**src/rtl/rstseq_pkg.sv**
```systemverilog
// Package: shared constants for the reset sequencer.
// Assumes: nothing; holds only widths used by more than one module.
package rstseq_pkg;
    localparam int IDLE_W = 8;   // width of the idle countdown
endpackage

```
**src/rtl/rstseq_pin_filter.sv**
```systemverilog
// Module: rstseq_pin_filter
// Synchronizes the asynchronous reset pin and qualifies it. The pin counts
// as asserted only after CYC_CLKS consecutive low samples. Raises a
// one-cycle halt-exit request when qualification is reached.
// Assumes: supply_ok is already synchronous and acts as the active-low reset.
module rstseq_pin_filter #(
    parameter int SYNC_STAGES = 2,
    parameter int CYC_CLKS    = 4
) (
    input  logic clk,
    input  logic supply_ok,
    input  logic ext_rst_n,
    output logic pin_low,
    output logic halt_exit
);
    localparam int LW = $clog2(CYC_CLKS + 1);
    localparam logic [LW-1:0] QUAL = LW'(CYC_CLKS);

    logic [SYNC_STAGES-1:0] sync_q;
    logic [LW-1:0]          low_cnt;
    logic                   pin_low_d;
    logic                   synced_n;

    assign synced_n = sync_q[SYNC_STAGES-1];

    // Synchronizer chain for the pin; its idle value is high.
    always_ff @(posedge clk) begin
        if (!supply_ok) sync_q <= '1;
        else            sync_q <= {sync_q[SYNC_STAGES-2:0], ext_rst_n};
    end

    // Counts consecutive low samples, saturating at the qualify count.
    always_ff @(posedge clk) begin
        if (!supply_ok)         low_cnt <= '0;
        else if (synced_n)      low_cnt <= '0;
        else if (low_cnt != QUAL) low_cnt <= low_cnt + 1'b1;
    end

    // Remembers the previous qualified state for edge detection.
    always_ff @(posedge clk) begin
        if (!supply_ok) pin_low_d <= 1'b0;
        else            pin_low_d <= pin_low;
    end

    assign pin_low   = (low_cnt == QUAL);
    assign halt_exit = pin_low & ~pin_low_d;

    // qualification can only begin while the synchronized pin was low
    p_short_filter_r5: assert property (@(posedge clk) disable iff (!supply_ok)
        $rose(pin_low) |-> $past(!synced_n));

    // halt request never lasts more than one cycle
    p_halt_pulse_r7: assert property (@(posedge clk) disable iff (!supply_ok)
        halt_exit |=> !halt_exit);
endmodule

```
**src/rtl/rstseq_idle_ctr.sv**
```systemverilog
// Module: rstseq_idle_ctr
// Idle countdown for the power-on path. It is preloaded with all ones on
// power-on and counts down once per clock. When it underflows, busy
// clears and por_done is latched. Power-on pulses are ignored after that,
// until supply_ok falls.
// Assumes: supply_ok low is the synchronous reset and rearms the countdown.
module rstseq_idle_ctr #(
    parameter int CW = rstseq_pkg::IDLE_W
) (
    input  logic clk,
    input  logic supply_ok,
    input  logic por_pulse,
    output logic busy,
    output logic por_done
);
    logic [CW-1:0] cnt;
    logic          reload;

    assign reload = por_pulse & ~por_done;

    // Countdown: preload on power-on, decrement while busy, stop on underflow.
    always_ff @(posedge clk) begin
        if (!supply_ok) begin
            cnt      <= '1;
            busy     <= 1'b1;
            por_done <= 1'b0;
        end else if (reload) begin
            cnt  <= '1;
            busy <= 1'b1;
        end else if (busy) begin
            if (cnt == '0) begin
                busy     <= 1'b0;
                por_done <= 1'b1;
            end else begin
                cnt <= cnt - 1'b1;
            end
        end
    end

    // a pulse accepted before completion leaves a full, running count
    p_reload_r3: assert property (@(posedge clk) disable iff (!supply_ok)
        (por_pulse && !por_done) |=> (busy && cnt == '1));

    // once underflow happened, it stays recorded while supply is good
    p_done_sticky_r4: assert property (@(posedge clk) disable iff (!supply_ok)
        por_done |=> (por_done && !busy));
endmodule

```
**src/rtl/rstseq_top.sv**
```systemverilog
// Module: rstseq_top
// Merges the supply-good flag, the qualified external pin and the power-on
// countdown into one internal active-low reset. It also drives the halt
// wake request and the watchdog / clock-monitor arming levels.
// Assumes: supply_ok and por_pulse are synchronous to clk; ext_rst_n is not.
module rstseq_top #(
    parameter int SYNC_STAGES = 2,
    parameter int CYC_CLKS    = 4,
    parameter int IDLE_W      = rstseq_pkg::IDLE_W
) (
    input  logic clk,
    input  logic supply_ok,
    input  logic por_pulse,
    input  logic ext_rst_n,
    output logic rst_n_int,
    output logic halt_exit,
    output logic wd_arm,
    output logic cm_arm
);
    logic pin_low;
    logic busy;
    logic por_done;

    rstseq_pin_filter #(
        .SYNC_STAGES (SYNC_STAGES),
        .CYC_CLKS    (CYC_CLKS)
    ) pin_i (
        .clk       (clk),
        .supply_ok (supply_ok),
        .ext_rst_n (ext_rst_n),
        .pin_low   (pin_low),
        .halt_exit (halt_exit)
    );

    rstseq_idle_ctr #(
        .CW (IDLE_W)
    ) idle_i (
        .clk       (clk),
        .supply_ok (supply_ok),
        .por_pulse (por_pulse),
        .busy      (busy),
        .por_done  (por_done)
    );

    // Internal reset: any cause holds it; a supply drop acts in the same cycle.
    always_comb begin
        rst_n_int = supply_ok & ~busy & ~pin_low;
    end

    // Arming: inhibited throughout reset, armed with preset bits on release.
    always_comb begin
        wd_arm = rst_n_int;
        cm_arm = rst_n_int;
    end

    // watchdog and clock monitor are never armed inside reset
    p_arm_inhibit_r8: assert property (@(posedge clk) disable iff (!supply_ok)
        !rst_n_int |-> (!wd_arm && !cm_arm));

    // release only with countdown finished and pin not qualified
    p_release_r9: assert property (@(posedge clk) disable iff (!supply_ok)
        rst_n_int |-> (por_done && !pin_low));
endmodule

```
**config.mk**
```make
export PLATFORM = sky130hd
export DESIGN_NAME = rstseq_top
export DESIGN_NICKNAME = d
export VERILOG_FILES = /design/src/rtl/rstseq_pkg.sv /design/src/rtl/rstseq_pin_filter.sv /design/src/rtl/rstseq_idle_ctr.sv /design/src/rtl/rstseq_top.sv
export SDC_FILE = /design/constraint.sdc
export NUM_CORES = 1
export LEC_CHECK = 0
export BUFFER_PORTS_ARGS = -buffer_cell sky130_fd_sc_hd__buf_2
export CELL_PAD_IN_SITES_DETAIL_PLACEMENT = 1
export CELL_PAD_IN_SITES_GLOBAL_PLACEMENT = 1
export CORE_MARGIN = 4
export CORE_UTILIZATION = 30
export CTS_CLUSTER_DIAMETER = 60
export DETAILED_ROUTE_END_ITERATION = 8
export GPL_ROUTABILITY_DRIVEN = 0
export GPL_TIMING_DRIVEN = 0
export HOLD_SLACK_MARGIN = 0.05
export PLACE_DENSITY = 0.68
export SLEW_MARGIN = 10
export SYNTH_ARGS = -nofsm -noshare
export SYNTH_HDL_FRONTEND = slang
export SYNTH_HIERARCHICAL = 1
export SYNTH_SLANG_ARGS = --single-unit
```
**constraint.sdc**
```tcl
create_clock -name clk -period 1.5 [get_ports clk]
set_input_delay 0.075 -clock clk [delete_from_list [all_inputs] [get_ports clk]]
set_output_delay 0.075 -clock clk [all_outputs]
set_load 0.03 [all_outputs]
```
==> impl_metrics.ini, run 1 <==
[power]
peakVddDrop_uv = 510.0
p_per_area_nw_per_um2 = 686.8
p_leak_uw = 0.0004761

[setup_path]
slowest_delay_ps = 540
path_max_fanout = 7
path_cells = or4_4 > or4_4 > a21oi_2
cp_common_cell = or4_4
cp.arrival_ps = 1830
reg2reg_from = idle_i/cnt[4]
cp.required_ps = 1720
r2r_slack_ps = -110
cp_slowest_cell = or4_4
critPathKind = reg2reg
cp-end-kind = flip-flop
start_kind = flip-flop
startpoint = idle_i/cnt[4]

[floorplanning]
core_area_um2 = 2500
initial_core_util_pct = 31.83
die_h_um = 59.50
die_w_um = 59.50
num_io_pins = 8
dieArea_um2 = 3540
std_cell_rows = 18

[routing]
first_pass_iters = 2
dr.first_iter.drc_count = 12
ant_nets = 0
drc = 0
vias_per_cell = 5.199
vias = 707
drt-total-wl_mm = 1.798
wl_per_cell_um = 13.22

[sta]
drv_slew = 0
finalCritPeriodShare_pct = 107.1
rsz0062_at_grt = true
finalSetupTns_ps = -222.9
setup_violations = 3
hold_viol_final = 0
slew_headroom_pct = 64.94
final.min_clock_period_ps = 1606
fmax_mhz = 622.7
worst_slack_ps = -105.8
worstMarginPinSlew_ps = 522.0
whs_ps = 73.08
clock_skew_ps = 1.644

[hold_path]
hold_path_class = in2reg
min_from = supply_ok

[synth]
syn_area_um2 = 795.8
synth_nets = 94
yosys_warnings = 6
syn_inst = 87
synthArstFlopShare_pct = 0
synth_area_per_cell_um2 = 9.147
synth_flop_cell = dfxtp_1
synth.distinct_cells = 35
synth-seq-cells = 16
synth_edf_count = 0
ys_seq_area_share_pct = 40.25

[job]
maxCapViolCount = 0

[final_layout]
final_common_cell = dfxtp_1
final_cell_mix = dfxtp_1 (9), buf_4 (7), inv_1 (6), and3_1 (6)
drive_gt1_share_pct = 42.45
syn_to_final_growth_pct = 38.52
register_area_um2 = 336.6
n_antenna_cell = 0
fin_nets = 114
final_util_pct = 44.09
fin_area_um2 = 1102
multi_input_area_um2 = 523.0
fillCellCount = 288

[placed_design]
detailed_place_hpwl_mm = 1.201
port_buffers = 7
dpl_cell_area_um2 = 894.6

[clock_tree]
cts_max_level = 1
clock_sinks = 16
cts_buffers = 3
clk_latency_ps = 280
clock-root-buffer = clkbuf_4
cts_tree = done
clk_pin_slew_ps = 100
cts_buffer_depth = 2

[global_routing]
track_usage_pct = 10.84
grt_pass1_wl_mm = 2.973
grt_pass1_vias = 678
overflow = 0
antenna_found_initial = 0
grt_max_degree = 13

[run_status]
status = finished, violations left
violations = negative setup slack
[Yosys cell counts, drive strengths merged, types with 2 or more instances]
library cell | instances | area [µm²]
nand2 | 3 | 11.26
nand3 | 4 | 20.02
buf | 2 | 15.01
nor3b | 2 | 20.02
dfxtp | 16 | 320.3
inv | 8 | 30.03
nor2 | 4 | 15.01
ha | 3 | 37.54
a31oi | 2 | 12.51
and3 | 7 | 45.05
nor3 | 2 | 15.01
a21oi | 4 | 20.02
mux2i | 4 | 40.04
or4 | 3 | 22.52
a211oi | 2 | 15.01
nand2b | 5 | 31.28
[routing by layer]
layer / up-vias / global-route usage (%) / routed length, µm
met3: 2 / 2.614 / 48
li1: 356 / - / -
met2: 7 / 17.32 / 870
met1: 342 / 14.17 / 866
met5: - / 0 / 0
met4: 0 / 3.797 / 12
[sequential cells by signal (all words and copies together), names as in the netlist]
name	count
pin_i/low_cnt	3
idle_i/busy	1
pin_i/pin_low_d	1
idle_i/por_done	1
pin_i/sync_q	2
idle_i/cnt	8
[report_power, final]
part / internal (µW) / switching (µW)
combinational: 20.1 / 23.1
sequential: 425 / 3.59
clock: 147 / 137
total: 593 / 164
[metrics by stage]
step                      total power, µW  worst slack, ps  std cells
final                               757.0           -105.8        136
after global routing                800.8           -160.4        136
after CTS                           771.2           -111.9        135
after detailed placement            478.8           -267.2        124
after global placement              476.8           -264.8        124
after floorplan                     464.2           -5.939         87
[worst paths after layout]
path,endpoint,cells after the start
min,pin_i/sync_q[1],2
min reg2reg,pin_i/sync_q[1],1
max reg2reg,idle_i/por_done,3
max,idle_i/por_done,3
[cells by family after synthesis]
group,count (synthesis),synth area share [%]
AND/OR/NAND/NOR,39,31.13
flip-flops,16,40.25
AO/OA/AOI/OAI,15,13.21
buffers and inverters,10,5.660
multiplexers,4,5.032
adder cells (fa/ha/maj),3,4.717
[repair_timing]
| item | in CTS | in global routing |
|---|---|---|
| gates resized for setup | 21 | 8 |
| endpoints found under the setup margin | 12 | 7 |
| hold buffers | 1 | 0 |
| buffers inserted | 6 | 1 |
| hold endpoints to repair | 1 | 0 |
| pin swaps | 3 | 2 |
[critical path, delay by kind of cell (launching register included)]
family | cells | cell delay [ps]
flops | 1 | 390
compound gates | 1 | 130
simple gates | 2 | 1030
[cell type report]
class	instances	area share [%]
Buffer	2	2.043
Clock buffer	4	3.292
Inverter	8	2.724
Multi-Input combinational cell	61	47.45
Sequential cell	16	30.53
Tap cell	30	3.405
Timing Repair Buffer	15	10.56
Power figures use the tool's default switching activity.
==> run 2: changes to the inputs <==
Settings changed: CTS_CLUSTER_SIZE from default to 28.
Clock period 1.5 ns to 1.4 ns, I/O delays scaled along.
==> run 2 against run 1 <==
  * The flow still finishes with violations (negative setup slack)
  * Register-to-register slack worse by 120 ps
  * Non-clock buffer count increased by 5
  * Wire length increased by 13%
  * Worst hold slack about the same
  * Sequential cell count unchanged
  * Power up 7.8%
  * Final cell count increased by 3.7%
  * Sequential share of layout area down 1.4 points
  * Core utilization rose by 2.4 points
  * Critical endpoint unchanged
  * Largest cell class unchanged
==> impl_metrics.ini, run 2 (synthesis results as in run 1) <==
[routing]
drc = 0
drt-total-wl_mm = 2.029
vias_per_cell = 5.220
wl_per_cell_um = 14.39
vias = 736
ant_nets = 0
dr.first_iter.drc_count = 6
first_pass_iters = 2

[setup_path]
start_kind = flip-flop
cp.arrival_ps = 1850
cp.required_ps = 1620
critPathKind = reg2reg
cp-end-kind = flip-flop
reg2reg_depth = 3
path_max_fanout = 2

[sta]
slew_headroom_pct = 68.34
drv_slew = 0
rsz0062_at_grt = true
finalCritPeriodShare_pct = 116.3
setup_violations = 5
worst_slack_ps = -227.5
finalSetupTns_ps = -689.9
clock_skew_ps = 7.237
fmax_mhz = 614.4
hold_viol_final = 0
final.min_clock_period_ps = 1628
worstMarginPinSlew_ps = 474.9

[clock_tree]
clk_latency_ps = 290
cts_max_level = 1
cts_buffer_depth = 2
clk_pin_slew_ps = 100
cts_tree = done
cts_buffers = 3
clock_sinks = 16
clock-root-buffer = clkbuf_4

[floorplanning]
std_cell_rows = 18
core_area_um2 = 2500
die_h_um = 59.50
die_w_um = 59.50
dieArea_um2 = 3540
num_io_pins = 8
initial_core_util_pct = 31.83

[placed_design]
port_buffers = 7
detailed_place_hpwl_mm = 1.235
dpl_cell_area_um2 = 909.6
placed_cells = 124

[final_layout]
fin_cells = 141
fin_nets = 119
largestRegisters = idle_i/cnt (8), pin_i/low_cnt (3), pin_i/sync_q (2)
drive_gt1_share_pct = 46.85
final_cell_mix = buf_4 (9), buf_6 (8), dfxtp_1 (7)
final_common_cell = buf_4
syn_to_final_growth_pct = 46.07
final_util_pct = 46.50
largest_reg_flops = 8
largest-register = idle_i/cnt
fin_area_um2 = 1162
n_antenna_cell = 0

[global_routing]
overflow = 0
grt_max_degree = 13
antenna_found_initial = 0
grt_pass1_wl_mm = 3.436
track_usage_pct = 12.95
grt_pass1_vias = 762

[power]
peakVddDrop_uv = 492.8
p_leak_uw = 0.0004999
p_per_area_nw_per_um2 = 702.2

[run_status]
status = finished, violations left
violations = negative setup slack

[hold_path]
hold_path_class = in2reg
worstHoldPathCells = 2

[job]
maxCapViolCount = 0
==> run 2: area by class of cell <==
class	count	area, µm²
Fill cell	280	1338
Sequential cell	16	339.1
Clock buffer	4	36.28
Inverter	8	30.03
Timing Repair Buffer	20	170.2
Buffer	2	22.52
Tap cell	30	37.54
Multi-Input combinational cell	61	526.8
==> run 2: through the flow <==
step                      setup WS [ps]  power (µW)  hold WS (ps)
final                            -227.5       816.2         72.96
after global routing             -248.1       868.3         71.70
after CTS                        -238.1       835.9         60.40
after detailed placement         -402.2       514.4         257.0
after global placement           -364.1       512.5         255.3
after floorplan                  -105.9       498.8         143.0
==> run 2: where the power goes <==
group	internal [µW]	switching (µW)	total, µW
sequential	456	3.88	460
combinational	22.8	25.5	48.3
clock	158	150	308
==> run 2: layer usage <==
metal | track usage [%] | up-vias | wire (µm)
li1 | - | 363 | -
met2 | 22.62 | 10 | 1002
met1 | 15.53 | 359 | 937
met4 | 4.747 | 0 | 34
met3 | 2.614 | 4 | 56
met5 | 0 | - | 0
==> run 2: path summary, 6_finish.rpt <==
kind | slack, ps | startpoint | end
worst min-delay path | 70 | supply_ok | pin_i/sync_q[1]
worst min register to register | 440 | pin_i/sync_q[0] | pin_i/sync_q[1]
worst max register to register | -230 | idle_i/cnt[7] | idle_i/por_done
worst max-delay path | -230 | idle_i/cnt[7] | idle_i/por_done
==> run 2: critical path, stage by stage, from the launching register on <==
cell	delay (ps)
dfxtp_2	350
or4_4	540
or4_4	530
a21oi_2	140
==> run 2: what timing repair did <==
action / CTS / global route
gates resized for setup: 19 / 13
setup endpoints to repair: 12 / 12
setup buffers: 6 / 5
cloned: 0 / 0
endpoints found under the hold margin: 1 / 0
hold buffers: 2 / 0
pin swaps: 8 / 4
